## config.mk

```make
export PLATFORM = sky130hd
export DESIGN_NAME = pmu_dual_counter
export DESIGN_NICKNAME = d
export VERILOG_FILES = /design/src/rtl/pmu_pkg.sv /design/src/rtl/pmu_event_sel.sv /design/src/rtl/pmu_cnt_slice.sv /design/src/rtl/pmu_dual_counter.sv
export SDC_FILE = /design/constraint.sdc
export NUM_CORES = 1
export LEC_CHECK = 0
export BUFFER_PORTS_ARGS = -buffer_cell sky130_fd_sc_hd__buf_2
export CORE_ASPECT_RATIO = 1.75
export CORE_MARGIN = 8
export CORE_UTILIZATION = 50
export CTS_CLUSTER_SIZE = 12
export DETAILED_ROUTE_END_ITERATION = 7
export GPL_TIMING_DRIVEN = 0
export PLACE_DENSITY = 0.8
export SLEW_MARGIN = 25
export SYNTH_ARGS = -nofsm -noshare
export SYNTH_HDL_FRONTEND = slang
export SYNTH_SLANG_ARGS = --single-unit
```

## constraint.sdc

```tcl
create_clock -name clk -period 2.35 [get_ports clk]
set_input_delay 0.1175 -clock clk [delete_from_list [all_inputs] [get_ports clk]]
set_output_delay 0.1175 -clock clk [all_outputs]
set_load 0.005 [all_outputs]
```

## src/rtl/pmu_pkg.sv

```systemverilog
package pmu_pkg;

    typedef struct packed {
        logic cycle;
        logic instr;
        logic cache_acc;
        logic cache_miss;
        logic dtlb_miss;
    } pmu_events_t;

    typedef enum logic [1:0] {
        PRIV_USER = 2'd0,
        PRIV_SUPV = 2'd1,
        PRIV_HYPV = 2'd2,
        PRIV_NONE = 2'd3
    } priv_t;

    localparam int EVC_CYCLES  = 'h00;
    localparam int EVC_INSTR   = 'h01;
    localparam int EVC_CACHE   = 'h09;
    localparam int EVC_DTLB    = 'h12;
    localparam int EVC_PARK_HI = 'h1C;
    localparam int EVC_PARK_LO = 'h14;

endpackage

```

## src/rtl/pmu_event_sel.sv

```systemverilog
module pmu_event_sel
    import pmu_pkg::*;
#(
    parameter int SEL_W    = 6,
    parameter bit IS_UPPER = 1'b0
) (
    input  logic [SEL_W-1:0] code,
    input  pmu_events_t      ev,
    output logic             hit
);

    always_comb begin
        hit = 1'b0;
        if (code == SEL_W'(EVC_CYCLES)) begin
            hit = ev.cycle;
        end else if (code == SEL_W'(EVC_INSTR)) begin
            hit = ev.instr;
        end else if (code == SEL_W'(EVC_CACHE)) begin
            hit = IS_UPPER ? ev.cache_miss : ev.cache_acc;
        end else if (code == SEL_W'(EVC_DTLB)) begin
            hit = IS_UPPER & ev.dtlb_miss;
        end
    end

endmodule

```

## src/rtl/pmu_cnt_slice.sv

```systemverilog
module pmu_cnt_slice #(
    parameter int CNT_W = 32
) (
    input  logic [CNT_W-1:0] cur,
    input  logic             inc,
    input  logic             wr,
    input  logic [CNT_W-1:0] wval,
    output logic [CNT_W-1:0] nxt,
    output logic             wrap
);

    always_comb begin
        wrap = 1'b0;
        if (wr) begin
            nxt = wval;
        end else if (inc) begin
            nxt  = cur + CNT_W'(1);
            wrap = &cur;
        end else begin
            nxt = cur;
        end
    end

endmodule

```

## src/rtl/pmu_dual_counter.sv

```systemverilog
module pmu_dual_counter
    import pmu_pkg::*;
#(
    parameter int CNT_W      = 32,
    parameter int SEL_W      = 6,
    parameter int LO_SEL_LSB = 4,
    parameter int HI_SEL_LSB = 11,
    parameter int OVF_LSB    = 32
) (
    input  logic                 clk,
    input  logic                 rst_n,
    input  logic                 reg_wr,
    input  logic                 reg_sel,
    input  logic [2*CNT_W-1:0]   reg_wdata,
    output logic [2*CNT_W-1:0]   reg_rdata,
    input  logic [1:0]           priv,
    input  logic                 ev_cycle,
    input  logic                 ev_instr,
    input  logic                 ev_cache_acc,
    input  logic                 ev_cache_miss,
    input  logic                 ev_dtlb_miss,
    output logic                 irq
);

    localparam int REG_W    = 2*CNT_W;
    localparam int N_CNT    = 2;
    localparam int IE_BIT   = 0;
    localparam int SUPV_BIT = 1;
    localparam int USER_BIT = 2;
    localparam int HYPV_BIT = 3;

    typedef struct packed {
        logic                        ie;
        logic                        en_supv;
        logic                        en_user;
        logic                        en_hypv;
        logic [N_CNT-1:0][SEL_W-1:0] sel;
        logic [N_CNT-1:0]            ovf;
        logic [N_CNT-1:0][CNT_W-1:0] cnt;
    } pmu_state_t;

    pmu_state_t s_d, s_q;

    pmu_events_t                 ev;
    logic                        priv_ok;
    logic                        wr_ctl, wr_cnt;
    logic [N_CNT-1:0]            hit, wrap;
    logic [N_CNT-1:0][CNT_W-1:0] cnt_nxt;
    logic [REG_W-1:0]            ctl_img;

    assign ev.cycle      = ev_cycle;
    assign ev.instr      = ev_instr;
    assign ev.cache_acc  = ev_cache_acc;
    assign ev.cache_miss = ev_cache_miss;
    assign ev.dtlb_miss  = ev_dtlb_miss;

    assign wr_ctl = reg_wr & ~reg_sel;
    assign wr_cnt = reg_wr &  reg_sel;

    // shared privilege gate for both counters
    always_comb begin
        case (priv_t'(priv))
            PRIV_USER: priv_ok = s_q.en_user;
            PRIV_SUPV: priv_ok = s_q.en_supv;
            PRIV_HYPV: priv_ok = s_q.en_hypv;
            default:   priv_ok = 1'b0;
        endcase
    end

    // index 0 = lower half, index 1 = upper half
    for (genvar i = 0; i < N_CNT; i++) begin : g_cnt
        pmu_event_sel #(
            .SEL_W    (SEL_W),
            .IS_UPPER (i == 1)
        ) u_sel (
            .code (s_q.sel[i]),
            .ev   (ev),
            .hit  (hit[i])
        );

        pmu_cnt_slice #(
            .CNT_W (CNT_W)
        ) u_slice (
            .cur  (s_q.cnt[i]),
            .inc  (hit[i] & priv_ok),
            .wr   (wr_cnt),
            .wval (reg_wdata[i*CNT_W +: CNT_W]),
            .nxt  (cnt_nxt[i]),
            .wrap (wrap[i])
        );

        localparam int PARK = (i == 1) ? EVC_PARK_HI : EVC_PARK_LO;

        // overflow flag only rises when the half has just wrapped to zero
        p_wrap_zero_r3: assert property (@(posedge clk) disable iff (!rst_n)
            $rose(s_q.ovf[i]) |-> (s_q.cnt[i] == '0));

        // a parked half never moves unless written
        p_parked_still_r8: assert property (@(posedge clk) disable iff (!rst_n)
            (!wr_cnt && s_q.sel[i] == SEL_W'(PARK)) |=> $stable(s_q.cnt[i]));
    end

    always_comb begin
        s_d     = s_q;
        s_d.cnt = cnt_nxt;
        if (wr_ctl) begin
            s_d.ie      = reg_wdata[IE_BIT];
            s_d.en_supv = reg_wdata[SUPV_BIT];
            s_d.en_user = reg_wdata[USER_BIT];
            s_d.en_hypv = reg_wdata[HYPV_BIT];
            s_d.sel[0]  = reg_wdata[LO_SEL_LSB +: SEL_W];
            s_d.sel[1]  = reg_wdata[HI_SEL_LSB +: SEL_W];
            s_d.ovf     = s_q.ovf & ~reg_wdata[OVF_LSB +: N_CNT];
        end
        s_d.ovf = s_d.ovf | wrap;
    end

    always_ff @(posedge clk) begin
        if (!rst_n) begin
            s_q <= '0;
        end else begin
            s_q <= s_d;
        end
    end

    always_comb begin
        ctl_img                         = '0;
        ctl_img[IE_BIT]                 = s_q.ie;
        ctl_img[SUPV_BIT]               = s_q.en_supv;
        ctl_img[USER_BIT]               = s_q.en_user;
        ctl_img[HYPV_BIT]               = s_q.en_hypv;
        ctl_img[LO_SEL_LSB +: SEL_W]    = s_q.sel[0];
        ctl_img[HI_SEL_LSB +: SEL_W]    = s_q.sel[1];
        ctl_img[OVF_LSB +: N_CNT]       = s_q.ovf;
    end

    assign reg_rdata = reg_sel ? {s_q.cnt[1], s_q.cnt[0]} : ctl_img;
    assign irq       = s_q.ie & (|s_q.ovf);

    // no counting without the current level's enable
    p_priv_hold_r5: assert property (@(posedge clk) disable iff (!rst_n)
        (!reg_wr && !priv_ok) |=> $stable(s_q.cnt));

    // written value lands exactly, increment of that cycle dropped
    p_write_wins_r9: assert property (@(posedge clk) disable iff (!rst_n)
        wr_cnt |=> ({s_q.cnt[1], s_q.cnt[0]} == $past(reg_wdata)));

    // flags are sticky without a control write
    p_sticky_r10: assert property (@(posedge clk) disable iff (!rst_n)
        (!wr_ctl && (|s_q.ovf)) |=> ((s_q.ovf & $past(s_q.ovf)) == $past(s_q.ovf)));

    // interrupt never fires without its enable
    p_irq_gate_r11: assert property (@(posedge clk) disable iff (!rst_n)
        irq |-> (s_q.ie && s_q.ovf != '0));

endmodule

```

== After elaboration in Yosys (flattened, before gate mapping) ==
Cells that the tools add are included.

* Equality and inequality tests: 7
* Add/sub/neg operators: 2
* Muxes and demuxes: 18
* Bitwise operators: 9
* Reduce and logical (&&, ||, !) cells: 8

{| class="wikitable"
|+ Operators by type and width
! cell !! number
|-
| $mux 32 || 4
|-
| $add 32x1->32 const B || 2
|-
| $mux 64 || 1
|-
| $reduce_and 32->1 || 2
|-
| $eq 6x1->1 const B || 2
|-
| $eq 6x4->1 const B || 2
|-
| $logic_not 6->1 || 2
|-
| $mux 1 || 11
|-
| $eq 6x5->1 const B || 1
|-
| $and 1x1->1 || 5
|-
| $reduce_bool 2->1 || 2
|-
| $pmux 1 s3 || 1
|-
| $and 2x2->2 || 1
|-
| $eq 2x1->1 const B || 1
|-
| $eq 2x2->1 const B || 1
|-
| $logic_not 2->1 || 1
|-
| $mux 2 || 1
|-
| $not 2->2 || 1
|-
| $or 2x2->2 || 1
|-
| $reduce_or 2->1 || 1
|-
| $not 1->1 || 1
|}

* Output and inout bits: 65
* Register bits after elaboration: 82
* Input port bits: 75

== Logic depth before layout (Yosys ltp) ==
* Depth in word-level cells: 9
* Gate-level depth with buffers: 7
* Gate-level depth less buffers: 5

== Cells and area by module ==
From an unflattened synthesis, not the netlist that was laid out.

* Cells, all modules: 688
* Area total of the unflattened synthesis: 5392.7 um^2

{| class="wikitable"
|+ Modules (own cells, without submodules)
! module !! area each (um^2) !! cells each !! times used
|-
| pmu_dual_counter || 2975.4 || 293 || 1
|-
| pmu_cnt_slice || 1164.9 || 191 || 2
|-
| pmu_event_sel at g_cnt[1].u_sel || 55.1 || 8 || 1
|-
| pmu_event_sel at g_cnt[0].u_sel || 32.5 || 5 || 1
|}

== Worst setup path before layout ==
OpenSTA, ideal clock, no wires.

* Kind: flip-flop to flip-flop
* Start: reg s_q, in the netlist ctl_img[9]
* End: reg s_q[17] (netlist bit)
* Path buffers: 1
* Stages on the path, launching flop included: 6
* Required time: 2.276 ns
* Arrival: 1.946 ns
* Slack: 0.329 ns
* Cell sequence: dfxtp_1 -> or4_1 -> buf_2 -> nor4_4 -> or4b_1 -> a31oi_1

* Word-level cells in the longest chain between the ends: 6
* Elaborated cells between the ends (all ways): 8
* Those cells by class: eq/ne: 2; mux: 3; bitwise: 1; reduce/logical: 2

{| class="wikitable"
|+ RTL lines
! element !! RTL line !! RTL
|-
| start, declared || pmu_dual_counter.sv:42 || <nowiki>pmu_state_t s_d, s_q;</nowiki>
|-
| start signal, assigned || pmu_dual_counter.sv:120 || <nowiki>s_q <= '0;</nowiki>
|-
| start signal, assigned || pmu_dual_counter.sv:122 || <nowiki>s_q <= s_d;</nowiki>
|-
| $eq 6x4->1 || pmu_event_sel.sv:18 || <nowiki>end else if (code == SEL_W'(EVC_CACHE)) begin</nowiki>
|-
| $mux 1 || pmu_event_sel.sv:18 ||
|-
| $mux 1 || pmu_event_sel.sv:16 || <nowiki>end else if (code == SEL_W'(EVC_INSTR)) begin</nowiki>
|-
| $mux 1 (*) || pmu_event_sel.sv:14 || <nowiki>if (code == SEL_W'(EVC_CYCLES)) begin</nowiki>
|-
| $and 1x1->1 (*) || pmu_dual_counter.sv:85 || <nowiki>.inc (hit[i] & priv_ok),</nowiki>
|-
| $reduce_bool 2->1 (no source line) (*) || -- ||
|}

Mark *: on every way between the ends. The rest lies on a longest branch, timed or not.
A chain may end at the register's enable or synchronous reset.

== Worst setup path in the final report ==
* Start: reg s_q, in the netlist ctl_img[9]
* End: reg s_q[20] (netlist bit)

Same word-level chain as after synthesis.

==> flow_summary.json <==
{
  "outcome": "finished, final reports clean",
  "grt_remaining_overflow": 0,
  "rr_startpoint": "ctl_img[9]",
  "root_buffer": "clkbuf_16",
  "synth.avg_cell_area_sq_um": 7.78,
  "start_util_pct": 51.3,
  "synth_area_leaders": "dfxtp_1 (32%), o21ai_0 (6.9%), and2_1 (6.6%)",
  "fmax_ghz": 0.442,
  "crit_path_end_kind": "register",
  "yosysWarningCount": 0,
  "dieHeight_microns": 149,
  "first_iter_violations": 412,
  "drv_cap": 0,
  "path_buf_inv": 4,
  "yosysMostFrequentCell": "dfxtp_1",
  "die-area_sq_mm": 0.0137,
  "syn_inst": 650,
  "placement.cell_area_sq_mm": 0.00591,
  "p_per_area_mw_per_mm2": 552,
  "drv_slew": 0,
  "skew_ns": 0.00819,
  "grt_pass1_vias": 5971,
  "grt.total_usage_pct": 26.1,
  "post-route-min-period_ns": 2.26,
  "gp_congestion": 0.887,
  "slew_headroom_pct": 52.7,
  "die_x_microns": 92.0,
  "min_period_over_period_pct": 96.2,
  "dp_hpwl_microns": 14000,
  "yosysTopAreaCellShare_pct": 32.5,
  "path_class": "reg -> reg",
  "ys.flop_type": "dfxtp_1",
  "tightest_slew_ns": 0.704,
  "yosysUniqueCellTypes": 56,
  "ys_seq_area_share_pct": 32.5,
  "path_clk_slew_ns": 0.07,
  "synth_nets": 727,
  "worst_hold_path_type": "in -> reg",
  "synth-edff-count": 0,
  "port_buffers": 139,
  "synth_common_cells": "dfxtp_1 (82), o21ai_0 (70), nand2_1 (65)",
  "crit_fanout": 10,
  "cts_buffers": 9,
  "synthesis.area_sq_mm": 0.00506,
  "synth_top_area_cell": "dfxtp_1",
  "multiInputGateArea_sq_mm": 0.00320,
  "worstHoldStart": "reg_wdata[6]",
  "clock_latency_ns": 0.35,
  "fillCellCount": 893,
  "cts.sinks": 82,
  "rows": 48,
  "crit_required_ns": 2.56,
  "stdcell_area_sq_mm": 0.00623,
  "clk_path_buf_depth": 2,
  "setup_viol": 0,
  "seqCellArea_sq_mm": 0.00164,
  "firstDrtPassIters": 5,
  "grt_pass1_wl_microns": 29000,
  "cpPeakStageDelay_ns": 0.51,
  "io_pins": 140,
  "routed.top_layer": "met4",
  "cts_tree": "built",
  "setup_tns_ns": 0,
  "met1_length_microns": 6620,
  "grt_antenna_before_repair": 1,
  "route.vias.total": 5925,
  "viasPerCell": 6.36,
  "cp-start-kind": "register",
  "grt_start_max_net_pins": 14,
  "startpoint": "ctl_img[9]",
  "peakVddDrop_v": 0.000446,
  "routedWlPerCell_microns": 20.0,
  "synthToLayoutAreaGrowth_pct": 23.2,
  "drive_gt1_share_pct": 25.1,
  "path_cells": "or4_1 > buf_2 > inv_2 > nand4_1 > buf_4 > clkbuf_2 > o41ai_1 > a31oi_1",
  "routed_wl_microns": 18700,
  "met3_length_microns": 1560,
  "cp_top_family": "buffers and inverters",
  "postRouteAntennaNets": 0,
  "htree_levels": 3,
  "ys_ff_latch": 82,
  "finalHoldViolations": 0,
  "drcViolationCount": 0,
  "worstPathArrival_ns": 2.47,
  "crit_slowest_cell": "or4_1",
  "coreArea_sq_mm": 0.00985,
  "leakagePower_nw": 2.36,
  "wl_met2_microns": 9400,
  "async_flop_share_pct": 0,
  "nets": 878
}
==> placed cells by master, fill, tap and decap left out, types with 3 or more instances in the layout <==
cell type / n
buf_2: 143
dfxtp_1: 81
o21ai_0: 70
nand2_1: 65
and2_1: 53
clkbuf_1: 40
a31oi_1: 39
nand4_1: 27
a21oi_1: 27
or4_1: 20
nand3_1: 20
nor2_1: 19
mux2_2: 18
o31ai_1: 17
or3_1: 16
nor3_1: 15
and4_1: 12
inv_1: 10
and3_1: 10
xnor2_1: 9
clkbuf_16: 9
a211oi_1: 8
nor4_1: 6
mux2i_1: 5
o221ai_1: 4
nand2b_1: 3
nor2b_1: 3
nor3b_1: 3
buf_4: 3
clkbuf_2: 3
a31o_2: 3
o31a_1: 3
clkinvlp_4: 3
==> per-stage QoR <==
step	cells	worst slack, ns	hold WS (ns)	power, mW	util, %
final	932	0.0889	0.0170	3.44	63.2
after global routing	932	-0.0102	0.0247	3.55	63.2
after CTS	931	0.0134	0.0150	3.42	62.9
after detailed placement	914	-0.156	0.378	2.10	60.0
after global placement	914	-0.143	0.372	2.08	60.0
after floorplan	650	0.329	0.253	1.86	-
==> power breakdown <==
part           internal [mW]  switching [mW]  leakage [nW]
Clock                  0.744           0.605         0.125
Sequential              1.47           0.102         0.674
Combinational          0.224           0.295          1.56
==> flip-flops by register name, summed over array words and instances, names as in the netlist <==
signal and cells:
ctl_img 18, s_q 64
==> logic make-up (layout without fill, tap and decap cells) <==
kind of cell | after synthesis | count (layout) | synth area share [%]
DFF | 82 | 82 | 32.5
AOI/OAI and AO/OA | 193 | 193 | 24.3
muxes | 23 | 23 | 5.00
adders and majority gates | 2 | 2 | 0.495
xor gates and xnor gates | 9 | 9 | 1.56
buffers and inverters | 61 | 217 | 4.83
and+or+nand+nor | 280 | 280 | 31.4
other | 0 | 1 | 0
==> what timing repair did <==
action	CTS	global route
pin swaps	0	2
endpoints found under the setup margin	19	24
gates resized for setup	4	11
setup buffers	1	1
hold buffers	0	0
==> layer usage <==
layer / track usage [%] / vias up
li1: - / 2755
met1: 26.1 / 2736
met2: 46.0 / 348
met3: 6.55 / 86
met4: 18.3 / 0
met5: 0 / -
==> final cells by class <==
class	count	share of cell area, %
diodes	1	0.0402
plain buffers	49	3.27
clock buffers	12	3.96
clock inverters	4	0.442
inverters	11	0.663
multi-input cells	507	51.3
flip-flops and latches	82	26.4
well taps	125	2.51
repair buffers	141	11.4
==> worst register-to-register path, delay by kind of cell, from the launching register on <==
kind                   cells  cell delay [ns]
AO/OA/AOI/OAI              2             0.53
AND/OR/NAND/NOR            2             0.60
flip-flops                 1             0.32
buffers and inverters      4             0.67
==> final timing paths <==
path / to / slack [ns] / cells after the start
min reg2reg: ctl_img[16] / 0.47 / 2
max: s_q[20] / 0.09 / 8
min: ctl_img[6] / 0.02 / 3
max reg2reg: s_q[20] / 0.09 / 8
(Power assumes the default switching activity.)
